**src/rtl/burst_seq_pkg.sv**
```systemverilog
// Shared types for the burst column sequencer.
// Assumes the opcode layout below is fixed; MODE_W follows from the struct.
package burst_seq_pkg;

    // Burst length codes held in the low opcode field.
    typedef enum logic [2:0] {
        LEN_1    = 3'b000,
        LEN_2    = 3'b001,
        LEN_4    = 3'b010,
        LEN_8    = 3'b011,
        LEN_PAGE = 3'b111
    } len_code_e;

    // Mode register image, MSB first: latency, order, length.
    typedef struct packed {
        logic [2:0] cas;
        logic       interleave;
        logic [2:0] len_code;
    } mode_t;

    localparam int MODE_W = $bits(mode_t);

endpackage

```
**src/rtl/bsq_mode_reg.sv**
```systemverilog
// Mode register for the burst sequencer.
// Stores the opcode on mrs_stb and decodes the length code into a low-bit
// mask (BL-1) and a full-page flag. Unused length codes decode as one beat.
// Assumes COL_W >= 3.
module bsq_mode_reg
    import burst_seq_pkg::*;
#(
    parameter int COL_W = 10
) (
    input  logic             clk,
    input  logic             rst_n,
    input  logic             mrs_stb,
    input  mode_t            mrs_op,
    output mode_t            mode_o,
    output logic [COL_W-1:0] mask_o,
    output logic             full_o
);

    mode_t mode_q;

    // Hold the last programmed opcode.
    always_ff @(posedge clk) begin
        if (!rst_n) begin
            mode_q <= '0;
        end else if (mrs_stb) begin
            mode_q <= mrs_op;
        end
    end

    // Decode the length code into a wrap mask.
    always_comb begin
        full_o = 1'b0;
        case (mode_q.len_code)
            LEN_2:    mask_o = COL_W'(1);
            LEN_4:    mask_o = COL_W'(3);
            LEN_8:    mask_o = COL_W'(7);
            LEN_PAGE: begin
                mask_o = '1;
                full_o = 1'b1;
            end
            default:  mask_o = '0;
        endcase
    end

    assign mode_o = mode_q;

endmodule

```
**src/rtl/bsq_beat_ctr.sv**
```systemverilog
// Beat counter for the burst sequencer.
// Captures the burst shape at start, counts beats, and ends the burst on
// its final beat or on a stop. Start wins over stop. The count wraps
// naturally at 2**COL_W, which gives full-page wrap.
module bsq_beat_ctr #(
    parameter int COL_W = 10
) (
    input  logic             clk,
    input  logic             rst_n,
    input  logic             start_stb,
    input  logic             stop_stb,
    input  logic [COL_W-1:0] mask_i,
    input  logic             full_i,
    input  logic             il_i,
    output logic             act_o,
    output logic [COL_W-1:0] cnt_o,
    output logic [COL_W-1:0] mask_o,
    output logic             full_o,
    output logic             il_o,
    output logic             last_o
);

    logic             act_q;
    logic [COL_W-1:0] cnt_q;
    logic [COL_W-1:0] mask_q;
    logic             full_q;
    logic             il_q;

    // Final beat of a finite burst.
    assign last_o = act_q && !full_q && (cnt_q == mask_q);

    // Burst state: start, stop, step or finish.
    always_ff @(posedge clk) begin
        if (!rst_n) begin
            act_q  <= 1'b0;
            cnt_q  <= '0;
            mask_q <= '0;
            full_q <= 1'b0;
            il_q   <= 1'b0;
        end else if (start_stb) begin
            act_q  <= 1'b1;
            cnt_q  <= '0;
            mask_q <= mask_i;
            full_q <= full_i;
            il_q   <= il_i;
        end else if (stop_stb) begin
            act_q  <= 1'b0;
        end else if (act_q) begin
            if (last_o) begin
                act_q <= 1'b0;
            end else begin
                cnt_q <= cnt_q + 1'b1;
            end
        end
    end

    assign act_o  = act_q;
    assign cnt_o  = cnt_q;
    assign mask_o = mask_q;
    assign full_o = full_q;
    assign il_o   = il_q;

endmodule

```
**src/rtl/bsq_addr_gen.sv**
```systemverilog
// Column address generator for the burst sequencer.
// Keeps the start column and forms each beat's address from the beat
// count: add within the mask (sequential, full page) or XOR within the
// mask (interleaved). Full page always adds.
module bsq_addr_gen #(
    parameter int COL_W = 10
) (
    input  logic             clk,
    input  logic             rst_n,
    input  logic             start_stb,
    input  logic [COL_W-1:0] start_col,
    input  logic [COL_W-1:0] cnt_i,
    input  logic [COL_W-1:0] mask_i,
    input  logic             full_i,
    input  logic             il_i,
    output logic [COL_W-1:0] addr_o
);

    logic [COL_W-1:0] base_q;
    logic [COL_W-1:0] seq_addr;
    logic [COL_W-1:0] xor_addr;

    // Capture the first column of each burst.
    always_ff @(posedge clk) begin
        if (!rst_n) begin
            base_q <= '0;
        end else if (start_stb) begin
            base_q <= start_col;
        end
    end

    // Both orderings, then pick one.
    always_comb begin
        seq_addr = (base_q & ~mask_i) | ((base_q + cnt_i) & mask_i);
        xor_addr = base_q ^ (cnt_i & mask_i);
        addr_o   = (il_i && !full_i) ? xor_addr : seq_addr;
    end

endmodule

```
**src/rtl/burst_col_seq.sv**
```systemverilog
// Burst column address sequencer (top).
// Holds the burst fields of the mode register and issues one column
// address per clock after a start strobe. Assumes the caller only starts
// bursts when the column stream may begin on the next cycle.
module burst_col_seq
    import burst_seq_pkg::*;
#(
    parameter int COL_W = 10
) (
    input  logic             clk,
    input  logic             rst_n,
    input  logic             mrs_stb,
    input  logic [MODE_W-1:0] mrs_op,
    input  logic             start_stb,
    input  logic [COL_W-1:0] start_col,
    input  logic             stop_stb,
    output logic [COL_W-1:0] col_addr,
    output logic             col_valid,
    output logic             col_last,
    output logic [2:0]       cas_lat
);

    mode_t            mode;
    logic [COL_W-1:0] mode_mask;
    logic             mode_full;
    logic [COL_W-1:0] beat_cnt;
    logic [COL_W-1:0] burst_mask;
    logic             burst_full;
    logic             burst_il;

    bsq_mode_reg #(.COL_W(COL_W)) u_mode (
        .clk     (clk),
        .rst_n   (rst_n),
        .mrs_stb (mrs_stb),
        .mrs_op  (mode_t'(mrs_op)),
        .mode_o  (mode),
        .mask_o  (mode_mask),
        .full_o  (mode_full)
    );

    bsq_beat_ctr #(.COL_W(COL_W)) u_ctr (
        .clk       (clk),
        .rst_n     (rst_n),
        .start_stb (start_stb),
        .stop_stb  (stop_stb),
        .mask_i    (mode_mask),
        .full_i    (mode_full),
        .il_i      (mode.interleave),
        .act_o     (col_valid),
        .cnt_o     (beat_cnt),
        .mask_o    (burst_mask),
        .full_o    (burst_full),
        .il_o      (burst_il),
        .last_o    (col_last)
    );

    bsq_addr_gen #(.COL_W(COL_W)) u_addr (
        .clk       (clk),
        .rst_n     (rst_n),
        .start_stb (start_stb),
        .start_col (start_col),
        .cnt_i     (beat_cnt),
        .mask_i    (burst_mask),
        .full_i    (burst_full),
        .il_i      (burst_il),
        .addr_o    (col_addr)
    );

    assign cas_lat = mode.cas;

endmodule

```
**config.mk**
```make
export PLATFORM = sky130hd
export DESIGN_NAME = burst_col_seq
export DESIGN_NICKNAME = d
export VERILOG_FILES = /design/src/rtl/burst_seq_pkg.sv /design/src/rtl/bsq_mode_reg.sv /design/src/rtl/bsq_beat_ctr.sv /design/src/rtl/bsq_addr_gen.sv /design/src/rtl/burst_col_seq.sv
export SDC_FILE = /design/constraint.sdc
export NUM_CORES = 1
export LEC_CHECK = 0
export CORE_MARGIN = 3
export CORE_UTILIZATION = 55
export CTS_CLUSTER_DIAMETER = 40
export DETAILED_ROUTE_END_ITERATION = 8
export HOLD_SLACK_MARGIN = 0.12
export PLACE_DENSITY_LB_ADDON = 0.3
export SYNTH_ARGS = -nofsm -noshare
export SYNTH_HDL_FRONTEND = slang
export SYNTH_SLANG_ARGS = --single-unit
```
**constraint.sdc**
```tcl
create_clock -name clk -period 4 [get_ports clk]
set_input_delay 0.8 -clock clk [delete_from_list [all_inputs] [get_ports clk]]
set_output_delay 0.8 -clock clk [all_outputs]
set_load 0.03 [all_outputs]
```
==> impl_summary.log, run 1 <==
INFO  metric syn-cell-area = 2147 um2
INFO  metric n_fill_cell = 293
INFO  metric grt_overflow_total = 0
INFO  metric synth.distinct_cells = 42
INFO  metric route.layer.met1.wl = 2016 um
INFO  metric worstPathArrival = 2.98 ns
INFO  metric vdd_ir_drop_max = 0.0002283 V
INFO  metric largest_net_degree_at_the_start_of_global_routing = 28
INFO  metric clk_latency_worst_skew_pair = 0.29 ns
INFO  metric seq_area_frac_synth = 30.77%
INFO  metric critPathLaunchType = flop
INFO  metric final-hold-violation-count = 0
INFO  metric portBuffers = 36
INFO  metric leakagePower = 1.140 nW
INFO  metric syn_avg_cell_area = 9.175 um2
INFO  metric sum_of_negative_setup_slack = 0 ns
INFO  metric postSynthCellCount = 234
INFO  metric yosys.area.top_type = sky130_fd_sc_hd__dfxtp_1
INFO  metric synthesis.nets = 277
INFO  metric place.detailed.hpwl = 3089 um
INFO  metric setup-violations-final = 0
INFO  metric dr_wl_met3 = 200 um
INFO  metric detailedRoute.firstIterationViolations = 114
INFO  metric final_util = 70.51%
INFO  metric route.final.wire_length = 4226 um
INFO  metric design_power_total = 804.7 uW
INFO  metric min_period_over_period = 94.41%
INFO  metric drtPass1Iterations = 4
INFO  metric detail-route-antenna-nets = 0
INFO  metric ys_ff_latch = 33
INFO  metric outcome = complete, no violations
INFO  metric cts-buffers-inserted = 5
INFO  metric ioPinCount = 37
INFO  metric timing.max_cap.violations = 0
INFO  metric num_rows = 22
INFO  metric placeableCoreArea = 3716 um2
INFO  metric worst_setup_hold_path_clk_slew = 0.07 ns
INFO  metric synthTopCellsByArea = sky130_fd_sc_hd__dfxtp_1 (31%), sky130_fd_sc_hd__ha_1 (12%), sky130_fd_sc_hd__mux2i_1 (10%)
INFO  metric worst_pin_slew = 0.9577 ns
INFO  metric grt_first_pass_wirelength = 6893 um
INFO  metric post-route-drc-count = 0
INFO  metric antenna_found_initial = 0
INFO  metric drive_above_1_share = 4.924%
INFO  metric drt-vias-per-instance = 5.465
INFO  metric crit_type = reg -> out
INFO  metric rsz0062_at_grt = no
INFO  metric max_slew_margin = 35.95%
INFO  metric synth-warning-count = 0
INFO  metric tritoncts = done
INFO  metric route.top_layer_used = met4
INFO  metric worst_setup_skew_after_layout = 0.01389 ns
INFO  metric post_drt_wl_per_cell = 13.54 um
INFO  metric period_minus_slack = 3.777 ns
INFO  metric crit_path_max_fanout = 5
INFO  metric fp.dieArea = 4690 um2
INFO  metric maxClockFrequency = 0.2648 GHz
INFO  metric routed-wl-met2 = 1956 um
INFO  metric via_count_of_the_first_global_routing_pass = 1514
INFO  metric post_cts.resized_instances = 0
INFO  metric cts-root-buf = sky130_fd_sc_hd__clkbuf_8
INFO  metric powerDensity = 307.1 nW/um2
INFO  metric cts_buffer_depth = 2
INFO  metric cts_sinks = 33
INFO  metric syn_to_layout_area_delta = 22.03%
INFO  metric vias = 1705
INFO  metric diodes = 0
INFO  metric cp_data_required_time = 3.20 ns
INFO  metric floorplan.initialDensity = 57.78%
INFO  metric slew_violations = 0
INFO  metric final_net_count = 306
INFO  metric gr-usage-all-layers = 19.95%
INFO  metric cts_hold_repair.buffers = 0
INFO  metric die_width = 68.48 um
INFO  metric cts_post_setup_buffers_inserted = 0
INFO  metric netlist.area_leader.share = 30.77%
INFO  metric final_common_cell = sky130_fd_sc_hd__clkdlybuf4s50_1
INFO  metric cp-end-kind = primary output
INFO  metric fp.dieH = 68.48 um
INFO  metric min_path_type = reg -> reg
INFO  metric commonest_cells_after_routing_fill_and_taps_aside = sky130_fd_sc_hd__clkdlybuf4s50_1 (35), sky130_fd_sc_hd__dfxtp_1 (33), sky130_fd_sc_hd__nor2b_1 (24)
INFO  metric gp_congestion = 0.8699
INFO  metric h-tree-depth = 2
==> synthesized netlist by cell type, drive strengths merged <==
library cell,n
nor4b,2
or3b,1
nand4,4
nand2b,4
or3,1
nor3,2
a21o,5
xnor2,10
nor3b,4
ha,20
a311oi,3
nand4b,1
dfxtp,33
nor2b,25
clkbuf,7
xor2,11
o21bai,1
and3,4
a21boi,4
mux2i,22
a32oi,1
and2,1
inv,2
a21oi,9
buf,7
a211oi,6
nor2,16
o21a,1
nor4,2
fa,1
o211ai,1
nand3,5
o21ai,5
nand2,12
a31oi,1
==> worst paths after layout <==
kind,start,to,slack (ns),depth (start not counted)
max reg2reg,u_ctr.full_o,u_ctr.cnt_o[2],1.55,7
min reg2reg,u_ctr.mask_o[2],u_ctr.mask_o[2],0.52,2
max,u_ctr.cnt_o[6],col_addr[9],0.22,8
min,u_ctr.mask_o[2],u_ctr.mask_o[2],0.52,2
==> kinds of logic (layout without fill, tap and decap cells) <==
group | Yosys count | in the layout | synth area share, %
multiplexers | 22 | 22 | 10.26
AO/OA/AOI/OAI | 37 | 37 | 11.48
buffers and inverters | 16 | 46 | 3.439
AND/OR/NAND/NOR | 84 | 84 | 22.90
flip-flops | 33 | 33 | 30.77
XOR/XNOR | 21 | 21 | 8.566
adder cells (fa/ha/maj) | 21 | 21 | 12.59
==> cell type report <==
cell class | count | area (um2) | area share (%)
multi-input combinational | 185 | 1413 | 53.92
clock buffer | 7 | 86.33 | 3.295
timing repair buffer | 36 | 362.8 | 13.85
sequential | 33 | 660.6 | 25.21
tap | 48 | 60.06 | 2.292
clock inverter | 1 | 30.03 | 1.146
inverter | 2 | 7.507 | 0.2865
==> worst max-delay path, stage by stage, from the launching register on <==
cell,delay (ns)
sky130_fd_sc_hd__dfxtp_1,0.45
sky130_fd_sc_hd__ha_1,0.32
sky130_fd_sc_hd__a21o_1,0.18
sky130_fd_sc_hd__a211oi_1,0.41
sky130_fd_sc_hd__and3_1,0.21
sky130_fd_sc_hd__o21ai_0,0.10
sky130_fd_sc_hd__nand3_1,0.17
sky130_fd_sc_hd__xor2_1,0.15
sky130_fd_sc_hd__clkdlybuf4s50_1,0.68
==> where the power goes <==
| part | internal [mW] | leakage, nW | switching (mW) | total (mW) |
|---|---|---|---|---|
| logic | 0.0660 | 0.812 | 0.0600 | 0.126 |
| registers | 0.341 | 0.270 | 0.0127 | 0.354 |
| clock network | 0.203 | 0.0585 | 0.122 | 0.325 |
| total | 0.610 | 1.14 | 0.194 | 0.805 |
==> per-layer routing <==
| metal | track usage [%] | up-vias |
|---|---|---|
| li1 | - | 887 |
| met1 | 25.15 | 771 |
| met2 | 32.30 | 40 |
| met3 | 5.583 | 7 |
| met4 | 6.948 | 0 |
| met5 | 0 | - |
==> through the flow <==
step	worst slack, ns	area (um2)	hold WS, ns	instances
after floorplan	0.9166	2147	0.4691	234
after global placement	0.4767	2501	0.4897	304
after detailed placement	0.4807	2501	0.5079	304
after CTS	0.1352	2618	0.5228	312
after global routing	0.04026	2620	0.5424	312
final	0.2235	2620	0.5201	312
==> sequential cells by signal, indices dropped and copies added, names as in the netlist <==
register,count
u_mode.mode_o,7
u_addr.base_q,10
u_ctr.full_o,1
u_ctr.il_o,1
u_ctr.mask_o,3
u_ctr.act_o,1
u_ctr.cnt_o,10
(Power assumes the default switching activity.)
==> run 2, diff against run 1 <==
--- a/config.mk
+++ b/config.mk
@@ -7,8 +7,9 @@
 export LEC_CHECK = 0
 export CORE_MARGIN = 3
 export CORE_UTILIZATION = 55
-export CTS_CLUSTER_DIAMETER = 40
+export CTS_CLUSTER_DIAMETER = 50
 export DETAILED_ROUTE_END_ITERATION = 8
+export GPL_TIMING_DRIVEN = 0
 export HOLD_SLACK_MARGIN = 0.12
 export PLACE_DENSITY_LB_ADDON = 0.3
 export SYNTH_ARGS = -nofsm -noshare
==> run 2 against run 1 <==
  * Register-to-register slack better by 0.34 ns
  * Combinational power up 5%
  * Critical path type unchanged
  * Non-clock buffer count up 13
  * Worst setup slack better by 0.057 ns
  * Final area up 2.2%
  * Global-route usage up 2.3 points
  * Sequential share of layout area down 0.55 points
  * Sequential power about the same
  * Highest routed layer unchanged
  * Maximum frequency up 1.5%
  * Flip-flop and latch count unchanged
  * Die area unchanged
  * Cell count up 4.2%
==> impl_summary.log, run 2 (synthesized netlist as in run 1, its figures left out) <==
INFO  metric crit_cells = 8
INFO  metric power.sequential.fraction = 43.5%
INFO  metric grt_overflow_total = 0
INFO  metric powerDensity = 302.9 nW/um2
INFO  metric rsz0062_at_grt = no
INFO  metric leakagePower = 1.188 nW
INFO  metric crit_path_max_fanout = 5
INFO  metric die_width = 68.48 um
INFO  metric cts-root-buf = sky130_fd_sc_hd__clkbuf_8
INFO  metric via_count_of_the_first_global_routing_pass = 1706
INFO  metric max_stage_delay = 0.68 ns
INFO  metric timing.hold.worst_path_depth = 2
INFO  metric crit_reg_reg_startpoint = u_ctr.full_o
INFO  metric worstReg2RegEnd = u_ctr.cnt_o[4]
INFO  metric fp.dieArea = 4690 um2
INFO  metric cts_post_setup_buffers_inserted = 0
INFO  metric sum_of_negative_setup_slack = 0 ns
INFO  metric grt_first_pass_wirelength = 7755 um
INFO  metric tritoncts = done
INFO  metric final-hold-violation-count = 0
INFO  metric place.detailed.hpwl = 3478 um
INFO  metric swShare = 24.47%
INFO  metric crit_type = reg -> out
INFO  metric antenna_found_initial = 0
INFO  metric cts-buffers-inserted = 5
INFO  metric maxClockFrequency = 0.2689 GHz
INFO  metric vias = 1784
INFO  metric period_minus_slack = 3.719 ns
INFO  metric worst_r2r_path_depth = 8
INFO  metric fp.dieH = 68.48 um
INFO  metric worstPathArrival = 2.92 ns
INFO  metric gr-usage-all-layers = 22.27%
INFO  metric comb_power_share = 16.2%
INFO  metric clk_latency_worst_skew_pair = 0.29 ns
INFO  metric final_net_count = 319
INFO  metric n_fill_cell = 310
INFO  metric detailedRoute.firstIterationViolations = 94
INFO  metric min_period_over_period = 92.98%
INFO  metric detail-route-antenna-nets = 0
INFO  metric dpl_worst_slack = 0.4083 ns
INFO  metric endpoint = col_addr[9]
INFO  metric cts_sinks = 33
INFO  metric ioPinCount = 37
INFO  metric slew_violations = 0
INFO  metric cp_data_required_time = 3.20 ns
INFO  metric cts_buffer_depth = 2
INFO  metric max_slew_margin = 67.94%
INFO  metric placeableCoreArea = 3716 um2
INFO  metric clock_power_share = 40.2%
INFO  metric syn_to_layout_area_delta = 24.77%
INFO  metric multi_input_comb_area = 1413 um2
INFO  metric portBuffers = 35
INFO  metric largest_net_degree_at_the_start_of_global_routing = 11
INFO  metric drt-vias-per-instance = 5.489
INFO  metric worst_pin_slew = 0.4809 ns
INFO  metric drive_above_1_share = 6.498%
INFO  metric setup-violations-final = 0
INFO  metric outcome = complete, no violations
INFO  metric timing.critical_path.cells = ha_1 -> a21o_1 -> a211oi_1 -> and3_1 -> o21ai_0 -> nand3_1 -> xor2_1 -> clkdlybuf4s50_1
INFO  metric route.final.wire_length = 4660 um
INFO  metric worst_setup_hold_path_clk_slew = 0.07 ns
INFO  metric worst_setup_skew_after_layout = 0.007449 ns
INFO  metric power.net_switching = 198.5 uW
INFO  metric critical-path-slowest-cell = sky130_fd_sc_hd__clkdlybuf4s50_1
INFO  metric critical_path.n_buffers_inverters = 1
INFO  metric internal_power = 612.8 uW
INFO  metric fin_worst_hold_slack = 0.5057 ns
INFO  metric cp-end-kind = primary output
INFO  metric h-tree-depth = 2
INFO  metric drtPass1Iterations = 4
INFO  metric reg2reg_setup_slack = 1.89 ns
INFO  metric critPathLaunchType = flop
INFO  metric floorplan.initialDensity = 57.78%
INFO  metric num_rows = 22
INFO  metric vdd_ir_drop_max = 0.0002837 V
INFO  metric cpLargestDelayFamily = buffers and inverters
INFO  metric timing.max_cap.violations = 0
INFO  metric diodes = 0
INFO  metric min_path_type = reg -> reg
INFO  metric sequential_cell_area = 660.6 um2
INFO  metric cts_hold_repair.buffers = 0
INFO  metric gp_congestion = 0.8172
INFO  metric commonest_cells_after_routing_fill_and_taps_aside = sky130_fd_sc_hd__clkdlybuf4s50_1 (33), sky130_fd_sc_hd__dfxtp_1 (33), sky130_fd_sc_hd__nor2b_1 (24)
INFO  metric fin_ws = 0.2809 ns
INFO  metric post_drt_wl_per_cell = 14.34 um
INFO  metric post-route-drc-count = 0
INFO  metric critPathLaunch = u_ctr.cnt_o[6]
==> run 2: per-layer routing <==
metal	GRT usage [%]	up-vias	wire length [um]
met5	0	-	0
met1	27.47	830	2024
met3	5.419	7	203
li1	-	912	-
met4	9.181	0	82
met2	36.71	35	2348
==> run 2: how the worst min path moves through the flow <==
stage,endpoint,from
6_report,u_ctr.mask_o[2],u_ctr.mask_o[2]
3_3_place_gp,u_ctr.mask_o[2],u_ctr.mask_o[2]
4_1_cts,u_ctr.mask_o[2],u_ctr.mask_o[2]
2_1_floorplan,u_ctr.mask_o[2],u_ctr.mask_o[2]
5_1_grt,u_ctr.mask_o[2],u_ctr.mask_o[2]
3_5_place_dp,u_ctr.mask_o[2],u_ctr.mask_o[2]
==> run 2: stage by stage <==
step	cells	power (mW)	cell area, um2	util (%)
3_5_place_dp	317	0.4921	2557	68.82
2_1_floorplan	234	0.4389	2147	-
4_1_cts	325	0.8147	2674	71.95
5_1_grt	325	0.8402	2679	72.09
3_3_place_gp	317	0.4896	2557	68.82
6_report	325	0.8113	2679	72.09
==> run 2: worst register-to-register path, stage by stage, from the launching register on <==
cell and delay (ns):
sky130_fd_sc_hd__dfxtp_1 0.51, sky130_fd_sc_hd__ha_1 0.30, sky130_fd_sc_hd__nor4_1 0.31, sky130_fd_sc_hd__and3_4 0.28
sky130_fd_sc_hd__nor2b_1 0.06, sky130_fd_sc_hd__clkbuf_1 0.18, sky130_fd_sc_hd__nand4_1 0.14, sky130_fd_sc_hd__xor2_1 0.16
sky130_fd_sc_hd__nor2_1 0.06
==> run 2: final cells by class <==
class	instances	share of cell area (%)
sequential	33	24.66
clock inverter	1	1.121
clock buffer	7	3.223
multi-input combinational	185	52.73
timing repair buffer	35	13.26
tap	48	2.242
inverter	2	0.2802
buffer	14	2.475
==> run 2: power groups by stage <==
stage	clock network [mW]	logic, mW	registers, mW
CTS	0.329	0.132	0.353
global route	0.342	0.142	0.355
floorplan	0	0.0804	0.358
finish	0.326	0.132	0.353
detailed placement	0	0.131	0.361
global placement	0	0.130	0.360
==> run 2: repair_timing <==
action                                 4_1_cts  5_1_grt
endpoints found under the hold margin        0        0
gates resized for setup                      0        2
setup endpoints to repair                    0        2
